[src/rtl/hazard_pkg.sv]
package hazard_pkg;
  typedef enum logic [1:0] {
    SEL_RF  = 2'b00,
    SEL_WB  = 2'b01,
    SEL_MEM = 2'b10
  } opnd_sel_e;
endpackage

[src/rtl/hazard_rf.sv]
module hazard_rf #(
  parameter int XLEN  = 32,
  parameter int NREGS = 32,
  parameter int NRD   = 2,
  localparam int AW   = $clog2(NREGS)
) (
  input  logic                      clk_i,
  input  logic                      rst_ni,
  input  logic                      we_i,
  input  logic [AW-1:0]             waddr_i,
  input  logic [XLEN-1:0]           wdata_i,
  input  logic [NRD-1:0][AW-1:0]    raddr_i,
  output logic [NRD-1:0][XLEN-1:0]  rdata_o
);
  logic [XLEN-1:0] mem_q [NREGS];
  logic            wr_ok;

  assign wr_ok = we_i && (waddr_i != '0);

  always_ff @(posedge clk_i or negedge rst_ni) begin
    if (!rst_ni) begin
      for (int i = 0; i < NREGS; i++) mem_q[i] <= '0;
    end else if (wr_ok) begin
      mem_q[waddr_i] <= wdata_i;
    end
  end

  // write-first: a same-cycle write is visible to the read ports
  for (genvar r = 0; r < NRD; r++) begin : g_rd
    always_comb begin
      if (raddr_i[r] == '0)                  rdata_o[r] = '0;
      else if (wr_ok && waddr_i == raddr_i[r]) rdata_o[r] = wdata_i;
      else                                   rdata_o[r] = mem_q[raddr_i[r]];
    end
  end
endmodule

[src/rtl/hazard_fwd_sel.sv]
module hazard_fwd_sel
  import hazard_pkg::*;
#(
  parameter int AW = 5
) (
  input  logic [AW-1:0] src_i,
  input  logic          mem_we_i,
  input  logic [AW-1:0] mem_rd_i,
  input  logic          wb_we_i,
  input  logic [AW-1:0] wb_rd_i,
  output logic [1:0]    sel_o
);
  logic hit_mem, hit_wb;
  opnd_sel_e sel;

  assign hit_mem = mem_we_i && (mem_rd_i != '0) && (mem_rd_i == src_i);
  assign hit_wb  = wb_we_i  && (wb_rd_i  != '0) && (wb_rd_i  == src_i);

  // younger producer first
  always_comb begin
    if (hit_mem)     sel = SEL_MEM;
    else if (hit_wb) sel = SEL_WB;
    else             sel = SEL_RF;
  end

  assign sel_o = sel;
endmodule

[src/rtl/hazard_lu_det.sv]
module hazard_lu_det #(
  parameter int AW   = 5,
  parameter int NSRC = 2
) (
  input  logic                   ex_load_i,
  input  logic                   ex_we_i,
  input  logic [AW-1:0]          ex_rd_i,
  input  logic [NSRC-1:0][AW-1:0] id_src_i,
  output logic                   stall_o
);
  logic [NSRC-1:0] dep;
  logic            ld_live;

  assign ld_live = ex_load_i && ex_we_i && (ex_rd_i != '0);

  for (genvar s = 0; s < NSRC; s++) begin : g_src
    assign dep[s] = (id_src_i[s] == ex_rd_i);
  end

  assign stall_o = ld_live && (|dep);
endmodule

[src/rtl/hazard_ctl.sv]
module hazard_ctl #(
  parameter int XLEN  = 32,
  parameter int NREGS = 32,
  localparam int AW   = $clog2(NREGS)
) (
  input  logic            clk_i,
  input  logic            rst_ni,
  input  logic [AW-1:0]   id_rs1_i,
  input  logic [AW-1:0]   id_rs2_i,
  input  logic [AW-1:0]   ex_rs1_i,
  input  logic [AW-1:0]   ex_rs2_i,
  input  logic [AW-1:0]   ex_rd_i,
  input  logic            ex_we_i,
  input  logic            ex_load_i,
  input  logic [AW-1:0]   mem_rd_i,
  input  logic            mem_we_i,
  input  logic [AW-1:0]   wb_rd_i,
  input  logic            wb_we_i,
  input  logic [XLEN-1:0] wb_data_i,
  output logic [XLEN-1:0] id_rdata1_o,
  output logic [XLEN-1:0] id_rdata2_o,
  output logic [1:0]      fwd_a_o,
  output logic [1:0]      fwd_b_o,
  output logic            stall_o
);
  localparam int NSRC = 2;

  logic [NSRC-1:0][AW-1:0]   id_src, ex_src;
  logic [NSRC-1:0][XLEN-1:0] rdata;
  logic [NSRC-1:0][1:0]      sel;

  assign id_src = {id_rs2_i, id_rs1_i};
  assign ex_src = {ex_rs2_i, ex_rs1_i};

  hazard_rf #(.XLEN(XLEN), .NREGS(NREGS), .NRD(NSRC)) u_rf (
    .clk_i   (clk_i),
    .rst_ni  (rst_ni),
    .we_i    (wb_we_i),
    .waddr_i (wb_rd_i),
    .wdata_i (wb_data_i),
    .raddr_i (id_src),
    .rdata_o (rdata)
  );

  for (genvar s = 0; s < NSRC; s++) begin : g_fwd
    hazard_fwd_sel #(.AW(AW)) u_sel (
      .src_i    (ex_src[s]),
      .mem_we_i (mem_we_i),
      .mem_rd_i (mem_rd_i),
      .wb_we_i  (wb_we_i),
      .wb_rd_i  (wb_rd_i),
      .sel_o    (sel[s])
    );
  end

  hazard_lu_det #(.AW(AW), .NSRC(NSRC)) u_lu (
    .ex_load_i (ex_load_i),
    .ex_we_i   (ex_we_i),
    .ex_rd_i   (ex_rd_i),
    .id_src_i  (id_src),
    .stall_o   (stall_o)
  );

  assign id_rdata1_o = rdata[0];
  assign id_rdata2_o = rdata[1];
  assign fwd_a_o     = sel[0];
  assign fwd_b_o     = sel[1];
endmodule

[config.mk]
export PLATFORM = sky130hd
export DESIGN_NAME = hazard_ctl
export DESIGN_NICKNAME = d
export VERILOG_FILES = /design/src/rtl/hazard_pkg.sv /design/src/rtl/hazard_rf.sv /design/src/rtl/hazard_fwd_sel.sv /design/src/rtl/hazard_lu_det.sv /design/src/rtl/hazard_ctl.sv
export SDC_FILE = /design/constraint.sdc
export NUM_CORES = 2
export LEC_CHECK = 0
export BUFFER_PORTS_ARGS = -buffer_cell sky130_fd_sc_hd__buf_2
export CORE_ASPECT_RATIO = 0.9
export CORE_MARGIN = 1.5
export CORE_UTILIZATION = 55
export DETAILED_ROUTE_END_ITERATION = 6
export PLACE_DENSITY = 0.82
export SLEW_MARGIN = 10
export SYNTH_ARGS = -nofsm -noshare
export SYNTH_HDL_FRONTEND = slang
export SYNTH_SLANG_ARGS = --single-unit
export TNS_END_PERCENT = 1
[constraint.sdc]
create_clock -name clk_i -period 3.9 [get_ports clk_i]
set_input_delay 0.39 -clock clk_i [delete_from_list [all_inputs] [get_ports clk_i]]
set_output_delay 0.39 -clock clk_i [all_outputs]
set_load 0.05 [all_outputs]
**After elaboration in Yosys (flattened, before gate mapping)**

Cells that the tools add are included.

- Magnitude comparators: 4
- Equality and inequality tests: 8
- Muxes and demuxes: 17
- Bitwise operators: 3
- Reduce and logical (&&, ||, !) cells: 18

Operators with widths:

| cell | count |
|---|---|
| bitwise mux 1024 bit | 1 |
| binary-select mux 32 bit (select 5 bit) | 2 |
| two-way mux 32 bit | 9 |
| demux 32 bit (select 5 bit) | 1 |
| equality test 5 bit | 8 |
| >= comparator 6 bit, second input constant | 3 |
| inverter 5 -> 6 bit | 3 |
| nonzero test 5 bit | 3 |
| logical AND 1 bit | 12 |
| zero test 5 bit | 2 |
| less-than comparator 6 x 1 -> 1 bit, second input constant | 1 |
| two-way mux 2 bit | 2 |
| two-way mux 1 bit | 2 |
| OR reduction 2 bit | 1 |

- Bits in registers: 1024
- Input port bits: 73
- Logic and storage cells: 82

**Depth between registers and ports, before layout**

- Word-level depth: 6
- Mapped depth: 11

**Cells and area by module**

A second synthesis with hierarchy kept.

- Cells, all modules: 4003
- Area, all modules: 56375.3 um^2

Modules (own cells, without submodules):

| module | times used | cells each | area an instance (um^2) | sequential area each (um^2) |
|---|---|---|---|---|
| hazard_rf | 1 | 3944 | 55924.9 | 25624.6 |
| hazard_fwd_sel | 2 | 21 | 158.9 | 0.0 |
| hazard_lu_det | 1 | 17 | 132.6 | 0.0 |

**Worst setup path after synthesis**

Ideal clock, no wire load.

- Path type: input port to output port
- Start: input mem_rd_i[0]
- End: output fwd_a_o[0]
- Arrival time: 2.747 ns
- Data required time: 3.510 ns
- Slack: 0.763 ns
- Stages: 4
- Buffers on the path: 0
- Path through: or4_1 o21ai_0 nor4_1 nor4_1

- Word-level cells in the longest chain between the ends: 4
- Elaborated cells on any way between the ends: 5
- Those cells by class: 1 x eq/ne; 1 x mux; 3 x reduce/logical

Ends and longest elaborated chain:

| element | RTL line | RTL |
|---|---|---|
| start, declared | hazard_ctl.sv:15 | `input logic [AW-1:0] mem_rd_i,` |
| nonzero test 5 bit | hazard_fwd_sel.sv:16 | `assign hit_mem = mem_we_i && (mem_rd_i != '0) && (mem_rd_i == src_i);` |
| logical AND 1 bit | hazard_fwd_sel.sv:16 |  |
| logical AND 1 bit (*) | hazard_fwd_sel.sv:16 |  |
| net g_fwd[0].u_sel.hit_mem | hazard_fwd_sel.sv:13 | `logic hit_mem, hit_wb;` |
| two-way mux 2 bit (*) | hazard_fwd_sel.sv:21 | `if (hit_mem) sel = SEL_MEM;` |
| end, declared | hazard_ctl.sv:22 | `output logic [1:0] fwd_a_o,` |

The timed path passes the listed nets; every way through them passes the cells marked *.

**Worst setup path in the final report**

- Start: input id_rs2_i[1]
- End: output id_rdata2_o[15]

- Word-level cells in the longest chain between the ends: 6
- Elaborated cells on any way between the ends: 9
- Those cells by class: 1 x eq/ne; 5 x mux; 1 x bitwise; 2 x reduce/logical

Ends and longest elaborated chain:

| element | RTL line | RTL |
|---|---|---|
| start, declared | hazard_ctl.sv:9 | `input logic [AW-1:0] id_rs2_i,` |
| inverter 5 -> 6 bit (implied by the code) | hazard_rf.sv:33 | `else rdata_o[r] = mem_q[raddr_i[r]];` |
| binary-select mux 32 bit (select 5 bit) | hazard_rf.sv:33 |  |
| two-way mux 32 bit (implied by the code) (2 in series) | hazard_rf.sv:33 |  |
| two-way mux 32 bit | hazard_rf.sv:32 | `else if (wr_ok && waddr_i == raddr_i[r]) rdata_o[r] = wdata_i;` |
| two-way mux 32 bit (*) | hazard_rf.sv:31 | `if (raddr_i[r] == '0) rdata_o[r] = '0;` |
| end, declared | hazard_ctl.sv:21 | `output logic [XLEN-1:0] id_rdata2_o,` |

Every way passes the cells marked *; elsewhere a longest branch is shown, timed or not. The select of a mux whose other input is x is not followed.

==> results_dict.tcl <==
set metrics [dict create \
    outcome "finished clean" \
    die_h_um 306 \
    synth_compound_area_share_pct 6.20 \
    ant_nets 0 \
    max_stage_delay_ns 0.81 \
    clk_pin_slew_worst_paths_ns 0.06 \
    design_area_mm2 0.0628 \
    holdWs_ns 0.248 \
    yosysWarnings 0 \
    synth_edf_count 0 \
    power_frac_comb_pct 22.7 \
    clkPwrFrac_pct 32.8 \
    ys.flop_type "dfrtp_1" \
    slew_violations 0 \
    cap_violations 0 \
    layout-drive-gt1-share_pct 47.2 \
    start_kind "primary input" \
    placed_area_mm2 0.0592 \
    post_cts_resized 0 \
    synth_xor_area_share_pct 0.624 \
    power-per-cell-area_mw_per_mm2 509 \
    clock-skew-final_ns 0 \
    muxShareOfSynthArea_pct 40.1 \
    vdd_drop_max_v 0.000416 \
    regMostFlops "u_rf.mem_q" \
    setup_viol 0 \
    p_sw_w 0.00936 \
    io_buffers 141 \
    die_area_mm2 0.104 \
    coreArea_mm2 0.102 \
    syn_nets 4134 \
    dr.first_iter.drc_count 5787 \
    clockBufferDepth 3 \
    power.leakage_nw 27.3 \
    multiInputGateArea_mm2 0.0285 \
    grt_pass1_vias 41100 \
    cts_root_buf "clkbuf_16" \
    timing.final.crit_share_pct 92.9 \
    rows 111 \
    grt_max_degree 151 \
    hpwl_um 117000 \
    syn_area_mm2 0.0562 \
    yosys.area_share.adder_pct 0 \
    largest_reg_flops 1024 \
    worstMarginPinSlew_ns 1.19 \
    worstPathRequired_ns 3.51 \
    antenna_found_initial 11 \
    rsz0062_at_grt "no" \
    synth-async-reset-ratio_pct 100 \
    wirelength_um 189000 \
    drc 0 \
    fmax_ghz 0.276 \
    crit_type "primary input to output pin" \
    holdCritPathClass "primary input to async pin" \
    intPower_w 0.0226 \
    slew_headroom_pct 20.4 \
    viasPerCell 7.35 \
    start_util_pct 55.3 \
    clock_sinks 1024 \
    cp_slowest_cell "a2111oi_0" \
    n_fill_cell 7316 \
    synthDistinctLibCells 60 \
    post_cts_buffers 0 \
    cts.htree.levels 3 \
    dpl.cell_count 5301 \
    grt_pass1_wl_um 277000 \
    period_minus_slack_ns 3.62 \
    cp_cell_sequence "buf_6, or3_1, o22ai_1, a2111oi_0, o221ai_1, a31oi_1, buf_12" \
    grt_usage_pct 36.2 \
    synth_seq_cells 1024 \
    gp_congestion 0.940 \
    p_seq_share_pct 44.5 \
    hold_viol 0 \
    switching_share_pct 29.3 \
    final_cells 5498 \
    cp.arrival_ns 3.23 \
    synth_top_family_by_area "multiplexers" \
    top_regs "u_rf.mem_q x1024" \
    grt_overflow 0 \
    cts_inserted_buffers 107 \
    syn_inst 4061 \
    dr.pass1.iters 6 \
    crit_path_end_kind "output pin" \
    ys_seq_area_share_pct 45.6 \
    nets 4128 \
    post-route-util_pct 61.9 \
    register_area_mm2 0.0256 \
    layout_commonest_cell "mux2_2" \
    area_growth_syn_to_layout_pct 11.8 \
    wire_per_inst_um 34.3 \
    final_cell_mix "mux2_2 (1,033), dfrtp_1 (1,024), mux4_2 (341)" \
    ios 142 \
    synthSimpleGateAreaFrac_pct 3.35 \
    die_x_um 340 \
    critPathMaxFanout 28 \
    cts_tree "done" \
    syn_avg_cell_area_um2 13.8 \
    clock_latency_ns 0.70 \
    vias 40400 \
]
[what timing repair did]
action,CTS,global route
hold buffers,1,0
setup endpoints to repair,0,0
endpoints found under the hold margin,32,0
[critical path, delay by kind of cell]
| family | cells | cell delay, ns |
|---|---|---|
| buffers and inverters | 2 | 0.50 |
| AND/OR/NAND/NOR | 1 | 0.53 |
| AO/OA/AOI/OAI | 4 | 1.74 |
[synthesized netlist by cell type (9+ instances only)]
| master | count | area share (%) |
|---|---|---|
| dfrtp_1 | 1024 | 46 |
| nand3_1 | 34 | 0.30 |
| o21ai_0 | 75 | 0.67 |
| buf_2 | 101 | 0.90 |
| o2111ai_1 | 9 | 0.14 |
| o22ai_1 | 62 | 0.69 |
| o21ai_1 | 12 | 0.11 |
| a221oi_1 | 50 | 0.78 |
| buf_6 | 30 | 0.60 |
| xor2_1 | 22 | 0.34 |
| mux4_2 | 341 | 14 |
| mux2_2 | 1033 | 21 |
| nor2b_1 | 47 | 0.52 |
| nor3b_1 | 16 | 0.21 |
| mux2i_1 | 280 | 5.0 |
| xnor2_1 | 18 | 0.28 |
| nor2_1 | 69 | 0.46 |
| a221o_1 | 43 | 0.77 |
| a22oi_1 | 49 | 0.65 |
| nand2b_1 | 18 | 0.20 |
| a21oi_1 | 52 | 0.46 |
| nor3_1 | 52 | 0.46 |
| a22o_1 | 9 | 0.14 |
| a211oi_1 | 56 | 0.75 |
| buf_1 | 63 | 0.42 |
| a2111oi_0 | 21 | 0.33 |
| buf_4 | 47 | 0.63 |
| o221a_2 | 9 | 0.18 |
| clkbuf_1 | 216 | 1.4 |
| nor4_1 | 29 | 0.32 |
| nand2_1 | 54 | 0.36 |
| mux2_1 | 39 | 0.78 |
[power by group through the flow]
| stage | clock, W | sequential, W | combinational, W |
|---|---|---|---|
| floorplan | 0 | 0.0138 | 0.00522 |
| detailed placement | 0 | 0.0143 | 0.00709 |
| global placement | 0 | 0.0141 | 0.00688 |
| finish | 0.0105 | 0.0142 | 0.00725 |
| CTS | 0.0105 | 0.0141 | 0.00716 |
| global route | 0.0109 | 0.0144 | 0.00761 |
[kinds of logic after synthesis]
logic type	after synthesis
compound gates	482
xor+xnor	40
buf+inv	464
simple gates	358
flops	1024
mux	1693
[metrics by stage]
stage,power [W],setup TNS (ns),setup WS [ns]
after global placement,0.0210,-0.0119,-0.0119
after global routing,0.0330,0,0.333
after floorplan,0.0190,0,0.763
after CTS,0.0318,0,0.464
final,0.0320,0,0.278
after detailed placement,0.0214,0,0.462
[worst paths after layout]
kind / from / to / slack [ns] / cells past startpoint
max: id_rs2_i[1] / id_rdata2_o[15] / 0.28 / 7
min: rst_ni / u_rf.mem_q[714] / 0.25 / 2
max reg2reg: u_rf.mem_q[182] / u_rf.mem_q[182] / 3.04 / 1
min reg2reg: u_rf.mem_q[1009] / u_rf.mem_q[1009] / 0.40 / 0
max in group asynchronous: rst_ni / u_rf.mem_q[702] / 2.40 / 3
min in group clk_i: wb_data_i[30] / u_rf.mem_q[830] / 0.33 / 2
[routing by layer]
metal | vias up | routed length [um] | global-route usage [%]
met5 | - | 99 | 0
met4 | 16 | 13500 | 23.0
met3 | 818 | 25800 | 13.7
met2 | 3041 | 81900 | 51.6
met1 | 21000 | 67400 | 46.4
li1 | 15600 | - | -
[final cells by class]
type	instances	area share, %
sequential	1024	40.8
clock inverter	37	0.691
antenna	4	0.0159
inverter	5	0.0299
tap	1356	2.70
multi-input combinational	2573	45.4
clock buffer	155	4.97
timing repair buffer	344	5.41
No activity file was read; power rests on OpenSTA's default activity.
